`src/rtl/ugc_pkg.sv`:
```
package ugc_pkg;

  // downstream word slots (byte address = slot * 4)
  localparam int SLOT_DATA = 0;
  localparam int SLOT_IEN  = 1;
  localparam int SLOT_ISTS = 2;
  localparam int SLOT_FCTL = 3;
  localparam int SLOT_LCTL = 4;
  localparam int SLOT_MCTL = 5;
  localparam int SLOT_LSTS = 6;
  localparam int SLOT_MSTS = 7;
  localparam int SLOT_SCRT = 8;
  localparam int SLOT_DIVL = 9;
  localparam int SLOT_DIVH = 10;
  localparam int SLOT_HCTL = 11;

  // control bit positions the UART core decodes
  localparam int RXCLR_BIT = 1;
  localparam int TXCLR_BIT = 2;
  localparam int SRST_BIT  = 7;

  typedef enum logic [1:0] {
    WK_DROP   = 2'd0,
    WK_DIRECT = 2'd1,
    WK_GUARD  = 2'd2
  } wr_kind_e;

  typedef enum logic [1:0] {
    TG_FCTL = 2'd0,
    TG_LCTL = 2'd1,
    TG_MCTL = 2'd2
  } guard_tgt_e;

  // states in execution order; each lasts one clock
  typedef enum logic [3:0] {
    ST_IDLE     = 4'd0,
    ST_RD_IEN   = 4'd1,
    ST_RD_LCTL  = 4'd2,
    ST_RD_MCTL  = 4'd3,
    ST_RD_HCTL  = 4'd4,
    ST_RD_FCTL  = 4'd5,
    ST_FLUSH    = 4'd6,
    ST_RST_ON   = 4'd7,
    ST_RST_OFF  = 4'd8,
    ST_PUT_IEN  = 4'd9,
    ST_PUT_FCTL = 4'd10,
    ST_PUT_MCTL = 4'd11,
    ST_PUT_LCTL = 4'd12,
    ST_PUT_HCTL = 4'd13
  } seq_state_e;

endpackage

```
`src/rtl/ugc_index_map.sv`:
```
module ugc_index_map
  import ugc_pkg::*;
#(
  parameter int IDX_W  = 4,
  parameter int WORD_W = 4
) (
  input  logic [IDX_W-1:0]  index,
  output logic [WORD_W-1:0] rd_slot,
  output logic              rd_ok,
  output logic [WORD_W-1:0] wr_slot,
  output wr_kind_e          wr_kind,
  output guard_tgt_e        tgt
);

  always_comb begin
    rd_ok   = 1'b1;
    rd_slot = '0;
    unique case (index)
      IDX_W'(0):  rd_slot = WORD_W'(SLOT_DATA);
      IDX_W'(1):  rd_slot = WORD_W'(SLOT_IEN);
      IDX_W'(2):  rd_slot = WORD_W'(SLOT_ISTS);
      IDX_W'(3):  rd_slot = WORD_W'(SLOT_LCTL);
      IDX_W'(4):  rd_slot = WORD_W'(SLOT_MCTL);
      IDX_W'(5):  rd_slot = WORD_W'(SLOT_LSTS);
      IDX_W'(6):  rd_slot = WORD_W'(SLOT_MSTS);
      IDX_W'(7):  rd_slot = WORD_W'(SLOT_SCRT);
      IDX_W'(9):  rd_slot = WORD_W'(SLOT_DIVL);
      IDX_W'(10): rd_slot = WORD_W'(SLOT_DIVH);
      IDX_W'(11): rd_slot = WORD_W'(SLOT_HCTL);
      default:    rd_ok   = 1'b0;
    endcase
  end

  always_comb begin
    wr_kind = WK_DROP;
    wr_slot = '0;
    tgt     = TG_FCTL;
    unique case (index)
      IDX_W'(0):  begin wr_kind = WK_DIRECT; wr_slot = WORD_W'(SLOT_DATA); end
      IDX_W'(1):  begin wr_kind = WK_DIRECT; wr_slot = WORD_W'(SLOT_IEN);  end
      IDX_W'(7):  begin wr_kind = WK_DIRECT; wr_slot = WORD_W'(SLOT_SCRT); end
      IDX_W'(9):  begin wr_kind = WK_DIRECT; wr_slot = WORD_W'(SLOT_DIVL); end
      IDX_W'(10): begin wr_kind = WK_DIRECT; wr_slot = WORD_W'(SLOT_DIVH); end
      IDX_W'(2):  begin wr_kind = WK_GUARD;  tgt = TG_FCTL; end
      IDX_W'(3):  begin wr_kind = WK_GUARD;  tgt = TG_LCTL; end
      IDX_W'(4):  begin wr_kind = WK_GUARD;  tgt = TG_MCTL; end
      default:    wr_kind = WK_DROP;
    endcase
  end

endmodule

```
`src/rtl/ugc_guard_seq.sv`:
```
module ugc_guard_seq
  import ugc_pkg::*;
#(
  parameter int DATA_W = 8,
  parameter int WORD_W = 4
) (
  input  logic              clk,
  input  logic              rst,
  input  logic              start,
  input  guard_tgt_e        start_tgt,
  input  logic [DATA_W-1:0] start_val,
  input  logic [DATA_W-1:0] rdata,
  output logic              busy,
  output logic              en,
  output logic              we,
  output logic [WORD_W-1:0] slot,
  output logic [DATA_W-1:0] wdata
);

  localparam logic [DATA_W-1:0] FLUSH_MASK =
    (DATA_W'(1) << RXCLR_BIT) | (DATA_W'(1) << TXCLR_BIT);
  localparam logic [DATA_W-1:0] SRST_MASK = DATA_W'(1) << SRST_BIT;

  seq_state_e        state_q;
  guard_tgt_e        tgt_q;
  logic [DATA_W-1:0] new_q;
  logic [DATA_W-1:0] sv_ien, sv_lctl, sv_mctl, sv_hctl, sv_fctl;
  logic [DATA_W-1:0] put_fctl, put_lctl, put_mctl;

  always_ff @(posedge clk) begin
    if (rst) begin
      state_q <= ST_IDLE;
    end else if (state_q == ST_IDLE) begin
      if (start) state_q <= ST_RD_IEN;
    end else if (state_q == ST_PUT_HCTL) begin
      state_q <= ST_IDLE;
    end else begin
      state_q <= seq_state_e'(4'(state_q) + 4'd1);
    end
  end

  always_ff @(posedge clk) begin
    if (rst) begin
      tgt_q <= TG_FCTL;
      new_q <= '0;
    end else if (state_q == ST_IDLE && start) begin
      tgt_q <= start_tgt;
      new_q <= start_val;
    end
  end

  // each read lands one cycle after its strobe, so capture is one state late
  always_ff @(posedge clk) begin
    if (rst) begin
      sv_ien  <= '0;
      sv_lctl <= '0;
      sv_mctl <= '0;
      sv_hctl <= '0;
      sv_fctl <= '0;
    end else begin
      unique case (state_q)
        ST_RD_LCTL: sv_ien  <= rdata;
        ST_RD_MCTL: sv_lctl <= rdata;
        ST_RD_HCTL: sv_mctl <= rdata;
        ST_RD_FCTL: sv_hctl <= rdata;
        ST_FLUSH:   sv_fctl <= rdata;
        default: ;
      endcase
    end
  end

  assign put_fctl = (tgt_q == TG_FCTL) ? new_q : sv_fctl;
  assign put_lctl = (tgt_q == TG_LCTL) ? new_q : sv_lctl;
  assign put_mctl = (tgt_q == TG_MCTL) ? new_q : sv_mctl;

  always_comb begin
    en    = 1'b1;
    we    = 1'b1;
    slot  = '0;
    wdata = '0;
    unique case (state_q)
      ST_IDLE:     en = 1'b0;
      ST_RD_IEN:   begin we = 1'b0; slot = WORD_W'(SLOT_IEN);  end
      ST_RD_LCTL:  begin we = 1'b0; slot = WORD_W'(SLOT_LCTL); end
      ST_RD_MCTL:  begin we = 1'b0; slot = WORD_W'(SLOT_MCTL); end
      ST_RD_HCTL:  begin we = 1'b0; slot = WORD_W'(SLOT_HCTL); end
      ST_RD_FCTL:  begin we = 1'b0; slot = WORD_W'(SLOT_FCTL); end
      ST_FLUSH:    begin slot = WORD_W'(SLOT_FCTL); wdata = rdata | FLUSH_MASK; end
      ST_RST_ON:   begin slot = WORD_W'(SLOT_HCTL); wdata = sv_hctl | SRST_MASK; end
      ST_RST_OFF:  begin slot = WORD_W'(SLOT_HCTL); wdata = sv_hctl & ~SRST_MASK; end
      ST_PUT_IEN:  begin slot = WORD_W'(SLOT_IEN);  wdata = sv_ien;   end
      ST_PUT_FCTL: begin slot = WORD_W'(SLOT_FCTL); wdata = put_fctl; end
      ST_PUT_MCTL: begin slot = WORD_W'(SLOT_MCTL); wdata = put_mctl; end
      ST_PUT_LCTL: begin slot = WORD_W'(SLOT_LCTL); wdata = put_lctl; end
      ST_PUT_HCTL: begin slot = WORD_W'(SLOT_HCTL); wdata = sv_hctl;  end
      default:     en = 1'b0;
    endcase
  end

  assign busy = (state_q != ST_IDLE);

endmodule

```
`src/rtl/ugc_read_resp.sv`:
```
module ugc_read_resp #(
  parameter int DATA_W = 8
) (
  input  logic              clk,
  input  logic              rst,
  input  logic              rd_take,
  input  logic              rd_ok,
  input  logic [DATA_W-1:0] d_rdata,
  output logic              rvalid,
  output logic [DATA_W-1:0] rdata
);

  logic zero_q;

  always_ff @(posedge clk) begin
    if (rst) begin
      rvalid <= 1'b0;
      zero_q <= 1'b0;
    end else begin
      rvalid <= rd_take;
      zero_q <= rd_take & ~rd_ok;
    end
  end

  assign rdata = (rvalid && !zero_q) ? d_rdata : '0;

endmodule

```
`src/rtl/uart_guarded_cfg.sv`:
```
module uart_guarded_cfg
  import ugc_pkg::*;
#(
  parameter int DATA_W = 8,
  parameter int ADDR_W = 6,
  parameter int IDX_W  = 4
) (
  input  logic              clk,
  input  logic              rst,
  input  logic              h_valid,
  output logic              h_ready,
  input  logic              h_write,
  input  logic [IDX_W-1:0]  h_index,
  input  logic [DATA_W-1:0] h_wdata,
  output logic              h_rvalid,
  output logic [DATA_W-1:0] h_rdata,
  output logic              busy,
  output logic              d_en,
  output logic              d_we,
  output logic [ADDR_W-1:0] d_addr,
  output logic [DATA_W-1:0] d_wdata,
  input  logic [DATA_W-1:0] d_rdata
);

  localparam int WORD_W = ADDR_W - 2;

  logic [WORD_W-1:0] rd_slot, wr_slot, seq_slot;
  logic              rd_ok;
  wr_kind_e          wr_kind;
  guard_tgt_e        tgt;
  logic              take, take_rd, take_direct, take_guard;
  logic              seq_en, seq_we;
  logic [DATA_W-1:0] seq_wdata;

  ugc_index_map #(.IDX_W(IDX_W), .WORD_W(WORD_W)) u_map (
    .index   (h_index),
    .rd_slot (rd_slot),
    .rd_ok   (rd_ok),
    .wr_slot (wr_slot),
    .wr_kind (wr_kind),
    .tgt     (tgt)
  );

  assign h_ready     = ~busy;
  assign take        = h_valid & h_ready;
  assign take_rd     = take & ~h_write;
  assign take_direct = take & h_write & (wr_kind == WK_DIRECT);
  assign take_guard  = take & h_write & (wr_kind == WK_GUARD);

  ugc_guard_seq #(.DATA_W(DATA_W), .WORD_W(WORD_W)) u_seq (
    .clk       (clk),
    .rst       (rst),
    .start     (take_guard),
    .start_tgt (tgt),
    .start_val (h_wdata),
    .rdata     (d_rdata),
    .busy      (busy),
    .en        (seq_en),
    .we        (seq_we),
    .slot      (seq_slot),
    .wdata     (seq_wdata)
  );

  ugc_read_resp #(.DATA_W(DATA_W)) u_rsp (
    .clk     (clk),
    .rst     (rst),
    .rd_take (take_rd),
    .rd_ok   (rd_ok),
    .d_rdata (d_rdata),
    .rvalid  (h_rvalid),
    .rdata   (h_rdata)
  );

  always_comb begin
    if (busy) begin
      d_en    = seq_en;
      d_we    = seq_we;
      d_addr  = {seq_slot, 2'b00};
      d_wdata = seq_wdata;
    end else begin
      d_en    = take_direct | (take_rd & rd_ok);
      d_we    = h_write;
      d_addr  = h_write ? {wr_slot, 2'b00} : {rd_slot, 2'b00};
      d_wdata = h_wdata;
    end
  end

endmodule

```
`config.mk`:
```
export PLATFORM = sky130hd
export DESIGN_NAME = uart_guarded_cfg
export DESIGN_NICKNAME = d
export VERILOG_FILES = /design/src/rtl/ugc_pkg.sv /design/src/rtl/ugc_index_map.sv /design/src/rtl/ugc_guard_seq.sv /design/src/rtl/ugc_read_resp.sv /design/src/rtl/uart_guarded_cfg.sv
export SDC_FILE = /design/constraint.sdc
export NUM_CORES = 1
export LEC_CHECK = 0
export ABC_AREA = 1
export BUFFER_PORTS_ARGS = -buffer_cell sky130_fd_sc_hd__buf_4
export CELL_PAD_IN_SITES_DETAIL_PLACEMENT = 2
export CELL_PAD_IN_SITES_GLOBAL_PLACEMENT = 2
export CORE_MARGIN = 8
export CORE_UTILIZATION = 30
export CTS_CLUSTER_DIAMETER = 120
export CTS_CLUSTER_SIZE = 28
export DETAILED_ROUTE_END_ITERATION = 10
export GPL_ROUTABILITY_DRIVEN = 0
export PLACE_DENSITY = 0.88
export REMOVE_ABC_BUFFERS = 1
export SLEW_MARGIN = 20
export SYNTH_ARGS = -nofsm -noshare
export SYNTH_HDL_FRONTEND = slang
export SYNTH_SLANG_ARGS = --single-unit
```
`constraint.sdc`:
```
create_clock -name clk -period 1.35 [get_ports clk]
set_input_delay 0.135 -clock clk [delete_from_list [all_inputs] [get_ports clk]]
set_output_delay 0.135 -clock clk [all_outputs]
set_load 0.02 [all_outputs]
```
==> run summary, run 1 <==
Post-Place Cell Area: 0.00409 mm^2
Grt peak-use layer: met2
TritonCTS clock tree: yes
RR Startpoint: u_seq.state_q[0]$_SDFFE_PP0P_
ANT cells: 0
DRC errors left: 0
IO buf count: 48
Layout cells sized above 1: 0.464
Yosys reg bits: 56
Cts bufs inserted: 5
Hold Crit Class: in -> reg
Clock-pin transition on the worst setup and hold timing paths: 100 ps
Violated checks: negative setup slack
Die area: 0.0142 mm^2
Worst VDD drop: 704 uV
Final TNS setup: -23480 ps
Tmin final: 2040 ps
Max-Slew Margin vs Limit: 0.572
CTS root buffer: clkbuf_8
Hold path cells: 3
Req. time, crit path: 1220 ps
Detail Route Antenna Nets: 0
Pin count of the biggest net entering global routing: 32
Skew final: 23.2 ps
Clock latency on the worst-skew pair: 350 ps
Vias/cell: 5.94
Util after Layout: 0.518
Final Worst Setup Slack: -690 ps
Final Non-Filler Cells: 778
Max-slew violations: 0
Min-delay src: d_rdata[0]
Drt total wl: 24700 um
Clock tree sinks: 56
Grt met3 use: 0.0605
Setup crit start: u_seq.tgt_q[0]$_SDFFE_PP0P_
Grt met2 use: 0.523
Max clock buf depth: 2
Finished Cell Area: 0.00535 mm^2
Final period utilization: 1.51
Cts hold-fix bufs: 0
# rows: 37
GRT overflow: 0
Drt wl/cell: 31.8 um
Crit end category: output pin
Final hold violation count: 0
Vias in the first global route: 5133
CP startpoint kind: register
Drt first pass iters: 4
Power Dens Cells: 1230 mW/mm^2
Final Total Pwr: 6560 uW
Crit path arrival time: 1900 ps
Fillers: 1145
Crit Path Class: reg -> out
Met1 usage: 0.313
RSZ-0062 raised after global routing: true
Synth-to-Final Area Change: 67.2%
H-tree depth: 2
Iteration-0 DRC Markers: 385
Worst reg2reg path depth: 10
Die Ht: 119 um
Fmax: 490 MHz
Final setup fails: 72
Slew @ Worst Pin: 635 ps
Outcome: finished with violations
Maximum capacitance violations: 0
Post-Synthesis Cells: 522
Starting density of the core: 0.310
Initial antenna violation count: 0
LEAKAGE: 0.00257 uW
DP Cell Count: 744
Die W: 119 um
Netlist Area Pre-Place: 0.00320 mm^2
Post-DP HPWL: 11800 um
Crit-path max FO: 6
FF-to-FF setup slack: -500 ps
Yosys cell types: 23
Nets: 667
Total Routing Usage GR: 0.292
Core ar.: 0.0103 mm^2
First-pass GRT wire length: 31800 um
Post-synthesis sequential area ratio: 0.351
I/O pins: 51
Vias: 4620
Syn_area_per_cell: 6.13 um^2
Ys Warns: 0
==> area by class of cell <==
type                       count  area [um^2]  share of cell area
clock buffer                   5         68.8              0.0129
tap                          136          170              0.0318
multi-input combinational    387         2410               0.450
inverter                      59          244              0.0456
timing repair buffer         134         1280               0.240
clock inverter                 1         30.0             0.00562
sequential                    56         1140               0.214
==> kinds of logic (layout without fill, tap and decap cells) <==
| group | after synthesis | after routing | synth area share |
|---|---|---|---|
| compound gates | 106 | 106 | 0.168 |
| flops | 56 | 56 | 0.351 |
| simple gates | 279 | 279 | 0.369 |
| buf+inv | 80 | 199 | 0.111 |
| other cells | 1 | 2 | 0.00117 |
==> critical path, stage by stage (launching register included) <==
cell and delay (ps):
dfxtp_4 410, buf_4 180, o21ai_0 260, nand2_1 160, nand2_1 120, nand2_1 70
nor2_1 130, nand3_2 90, buf_6 140
==> flip-flops by register name, summed over array words and instances (netlist names), 2 cells and up <==
| name | cells |
|---|---|
| u_seq.new_q | 8 |
| u_seq.sv_fctl | 8 |
| u_seq.sv_hctl | 8 |
| u_seq.sv_ien | 8 |
| u_seq.sv_lctl | 8 |
| u_seq.sv_mctl | 8 |
| u_seq.state_q | 4 |
| u_seq.tgt_q | 2 |
==> per-layer routing <==
| metal | wire length, um | vias up |
|---|---|---|
| met5 | 0 | - |
| met1 | 9930 | 2355 |
| li1 | - | 1914 |
| met3 | 1370 | 107 |
| met4 | 1470 | 0 |
| met2 | 12000 | 244 |
==> stage by stage <==
stage	setup WS [ps]	hold slack, ps
after global routing	-735	162
after detailed placement	-666	447
final	-690	132
after CTS	-488	111
after floorplan	-408	204
after global placement	-526	433
==> timing repair <==
item / CTS / global route
resized for setup: 148 / 144
buffers inserted: 17 / 12
pin swaps: 21 / 22
endpoints found under the setup margin: 79 / 79
cloned: 0 / 1
==> report_power, final <==
group	internal, uW	leakage [uW]	switching, uW	total [uW]
registers	1790	0.000457	164	1960
clock network	535	0.0000501	642	1180
logic	1390	0.00206	2030	3420
==> Yosys cell counts <==
| library cell | instances | area (um^2) |
|---|---|---|
| nor3_1 | 3 | 15.0 |
| nand3_1 | 48 | 240 |
| buf_6 | 2 | 22.5 |
| o211ai_1 | 2 | 15.0 |
| o21ai_0 | 48 | 240 |
| nor2_1 | 48 | 180 |
| inv_2 | 3 | 11.3 |
| nand2_2 | 2 | 12.5 |
| buf_4 | 9 | 67.6 |
| clkbuf_1 | 6 | 22.5 |
| inv_1 | 55 | 206 |
| nand4_1 | 1 | 6.26 |
| dfxtp_1 | 56 | 1120 |
| conb_1 | 1 | 3.75 |
| nand2_1 | 162 | 608 |
| a211oi_1 | 1 | 7.51 |
| nand3b_1 | 8 | 60.1 |
| nor4_1 | 1 | 6.26 |
| nor2_2 | 3 | 18.8 |
| nor2_4 | 3 | 33.8 |
| clkinv_1 | 1 | 3.75 |
| buf_2 | 4 | 20.0 |
| a21oi_1 | 55 | 275 |
==> final timing paths <==
kind	endpoint
worst max register to register	u_seq.sv_lctl[2]$_SDFFE_PP0P_
worst min register to register	u_seq.sv_lctl[0]$_SDFFE_PP0P_
worst max-delay path	d_wdata[4]
worst min-delay path	u_seq.sv_lctl[0]$_SDFFE_PP0P_
==> layout by cell type, fill, tap and decap left out, types with 2 or more instances in the layout <==
cell        n
a21oi_1    44
a21oi_2     9
a21oi_4     2
buf_12      7
buf_4      81
buf_6      41
buf_8       5
clkbuf_8    5
conb_1      2
dfxtp_1    49
dfxtp_2     2
dfxtp_4     5
inv_1      38
inv_2      16
inv_8       2
nand2_1   116
nand2_2    26
nand2_4    18
nand2_8     4
nand3_1    22
nand3_2    26
nand3b_1    8
nor2_1     20
nor2_2     15
nor2_4     19
nor3_2      2
o211ai_1    2
o21ai_0    24
o21ai_1    17
o21ai_2     5
o21ai_4     2
Note: power is estimated with default switching activity, not from simulation.
==> run 2, diff against run 1 <==
Settings changed: SETUP_SLACK_MARGIN set to 0.4.
==> run 2 against run 1 <==
The run now fails in global routing (5_1_grt). Synthesized area unchanged. Synthesized cell count unchanged.
==> run summary, run 2 <==
Outcome: stopped before the end
Failed at: global routing (5_1_grt)
Err: [ERROR DPL-0033] detailed placement checks failed during check placement.
Largest family of logic cells by synthesized area: simple AND/OR/NAND/NOR gates
I/O pins: 51
Netlist Area Pre-Place: 0.00320 mm^2
Die Ht: 119 um
Main synth FF type: dfxtp_1
Yosys reg bits: 56
Yosys cell types: 23
Top-count cell post-synth: nand2_1
Synth area leader: dfxtp_1
# rows: 37
Starting density of the core: 0.310
Synth Area in Adders: 0
Area contributors post-synth: dfxtp_1 35%, nand2_1 19%, a21oi_1 8.6%, nand3_1 7.5%, o21ai_0 7.5%
Post-DP HPWL: 11800 um
Post-synth EDFFs: 0
Pin count of the biggest net entering global routing: 32
Multiplexer share of the synthesized area: 0
Post-Synth Simple-Gate Area: 0.369
Worst_ep kind: output port
Most frequent cells after synthesis: 162 x nand2_1, 56 x dfxtp_1, 55 x a21oi_1, 55 x inv_1
DP Cell Count: 744
CTS root buffer: clkbuf_8
Post-Synthesis Cells: 522
Post-synth top area share: 0.351
Max clock buf depth: 2
Ys Warns: 0
Worst_ep grt: d_wdata[5]
Cts bufs inserted: 5
Post-synthesis sequential area ratio: 0.351
Clock tree sinks: 56
Compound-Gate Fraction of Synth Area: 0.168
Post-Place Cell Area: 0.00409 mm^2
Die W: 119 um
Syn_area_per_cell: 6.13 um^2
Cts hold-fix bufs: 0
Synth Area in XOR/XNOR: 0
IO buf count: 48
H-tree depth: 2
Initial antenna violation count: 0
Synth async-reset ratio: 0
-- run 2: cells by family after synthesis --
| kind of cell | count (synthesis) |
|---|---|
| AOI/OAI and AO/OA | 106 |
| and+or+nand+nor | 279 |
| other | 1 |
| buffers and inverters | 80 |
| DFF | 56 |
-- run 2: timing repair --
item | CTS
setup buffers | 17
pin swaps | 23
gates resized for setup | 192
setup endpoints to repair | 81
-- run 2: stage by stage --
step	setup TNS (ps)	worst slack (ps)
4_1_cts	-10410	-488
3_5_place_dp	-13790	-666
2_1_floorplan	-4400	-408
3_3_place_gp	-7330	-526
==> run 3, diff against run 2 <==
Settings changed: CELL_PAD_IN_SITES_DETAIL_PLACEMENT 2 to not set, CELL_PAD_IN_SITES_GLOBAL_PLACEMENT 2 to not set, CORE_UTILIZATION 30 to 40, CTS_CLUSTER_DIAMETER 120 to not set, CTS_CLUSTER_SIZE 28 to not set, PLACE_DENSITY 0.88 to not set, PLACE_DENSITY_LB_ADDON set to 0.15, SETUP_SLACK_MARGIN 0.4 to not set.
==> run 3 against run 2 <==
The flow now finishes, with violations (negative setup slack).
==> run summary, run 3 (synthesis results as in run 1) <==
Final Total Pwr: 5990 uW
Die Ht: 105 um
Drt wl/cell: 17.3 um
Die W: 105 um
Crit Path Class: reg -> out
Hold path cells: 3
CP startpoint kind: register
Most frequent cells in the layout: 127 x nand2_1, 82 x buf_4, 50 x dfxtp_1
Violated checks: negative setup slack
Post-DP HPWL: 7630 um
Die area: 0.0111 mm^2
Final hold violation count: 0
Crit path arrival time: 1660 ps
Fmax: 558 MHz
Detail Route Antenna Nets: 0
Worst slack at placement: -389 ps
Fillers: 649
Initial antenna violation count: 0
Vias/cell: 5.38
Crit end category: output pin
IO buf count: 48
I/O pins: 51
CP most frequent cell: buf_6
Worst VDD drop: 620 uV
CP max stage delay: 440 ps
Clock-pin transition on the worst setup and hold timing paths: 100 ps
Max-slew violations: 0
DRC errors left: 0
GRT overflow: 0
Power Dens Cells: 1160 mW/mm^2
CP Cell Sequence: nand2_4 -> buf_6 -> nor2_4 -> buf_6 -> nand2_1 -> nand3_1 -> nor2_2 -> nand3_2 -> buf_6
Clock tree sinks: 56
# rows: 32
Final period utilization: 1.33
Cts hold-fix bufs: 0
H-tree depth: 2
Hold WS: 112 ps
Commonest non-fill, non-tap cell in the layout: nand2_1
Skew final: 6.19 ps
Vias: 4011
Req. time, crit path: 1220 ps
Total Routing Usage GR: 0.205
Slowest CP cell: dfxtp_4
Final setup fails: 53
Core ar.: 0.00773 mm^2
Post-Place Cell Area: 0.00405 mm^2
Final Worst Setup Slack: -442 ps
LEAKAGE: 0.00243 uW
Nets: 667
Clock latency on the worst-skew pair: 310 ps
Layout cells sized above 1: 0.418
Tmin final: 1790 ps
Finished Cell Area: 0.00515 mm^2
Cts bufs inserted: 5
CTS root buffer: clkbuf_8
Outcome: finished with violations
Pin count of the biggest net entering global routing: 43
Worst reg2reg path depth: 9
Starting density of the core: 0.414
Iteration-0 DRC Markers: 174
TritonCTS clock tree: yes
Max clock buf depth: 2
Synth-to-Final Area Change: 61.0%
Hold Crit Class: in -> reg
First-pass GRT wire length: 18600 um
ANT cells: 0
RSZ-0062 raised after global routing: true
Drt total wl: 12900 um
Drt first pass iters: 5
Crit-path max FO: 7
Maximum capacitance violations: 0
Vias in the first global route: 3726
run 3: final cells by class:
type,instances,area (um^2),share of cell area
Multi-Input combinational cell,387,2230,0.433
Sequential cell,56,1140,0.222
Timing Repair Buffer,134,1310,0.254
Clock buffer,6,72.6,0.0141
Inverter,59,256,0.0498
Clock inverter,1,8.76,0.00170
Tap cell,102,128,0.0248
run 3: final timing paths:
check / slack (ps) / start / endpoint
hold / removal: 110 / d_rdata[3] / u_seq.sv_lctl[3]$_SDFFE_PP0P_
hold reg to reg: 460 / u_seq.sv_lctl[5]$_SDFFE_PP0P_ / u_seq.sv_lctl[5]$_SDFFE_PP0P_
setup / recovery: -440 / u_seq.state_q[0]$_SDFFE_PP0P_ / d_wdata[5]
setup reg to reg: -280 / u_seq.state_q[0]$_SDFFE_PP0P_ / u_seq.state_q[0]$_SDFFE_PP0P_
run 3: stage by stage:
step / util / std cells / setup TNS (ps)
2_1_floorplan: - / 502 / -4400
3_3_place_gp: 0.523 / 712 / -5380
3_5_place_dp: 0.523 / 712 / -6350
4_1_cts: 0.607 / 735 / -9320
5_1_grt: 0.666 / 745 / -13310
6_report: 0.666 / 745 / -10760
run 3: report_power, final:
part	internal, uW	switching [uW]	total [uW]
logic	1460	1660	3130
registers	1790	158	1950
clock network	365	551	916
total	3620	2370	5990
run 3: routing by layer:
metal | global-route usage | up-vias | wire, um
met5 | 0 | - | 0
met4 | 0.0917 | 0 | 433
met3 | 0.0384 | 38 | 735
met2 | 0.353 | 157 | 6320
met1 | 0.243 | 1898 | 5430
li1 | - | 1918 | -
run 3: timing repair:
item,CTS,global route
gates resized for setup,133,120
pin swaps,36,43
gates cloned,2,2
setup endpoints to repair,50,62
setup buffers,15,13
run 3: critical path: cells and delay by family, from the launching register on:
family                 cells  cell delay [ps]
flip-flops                 1              440
buffers and inverters      3              420
AND/OR/NAND/NOR            6              490
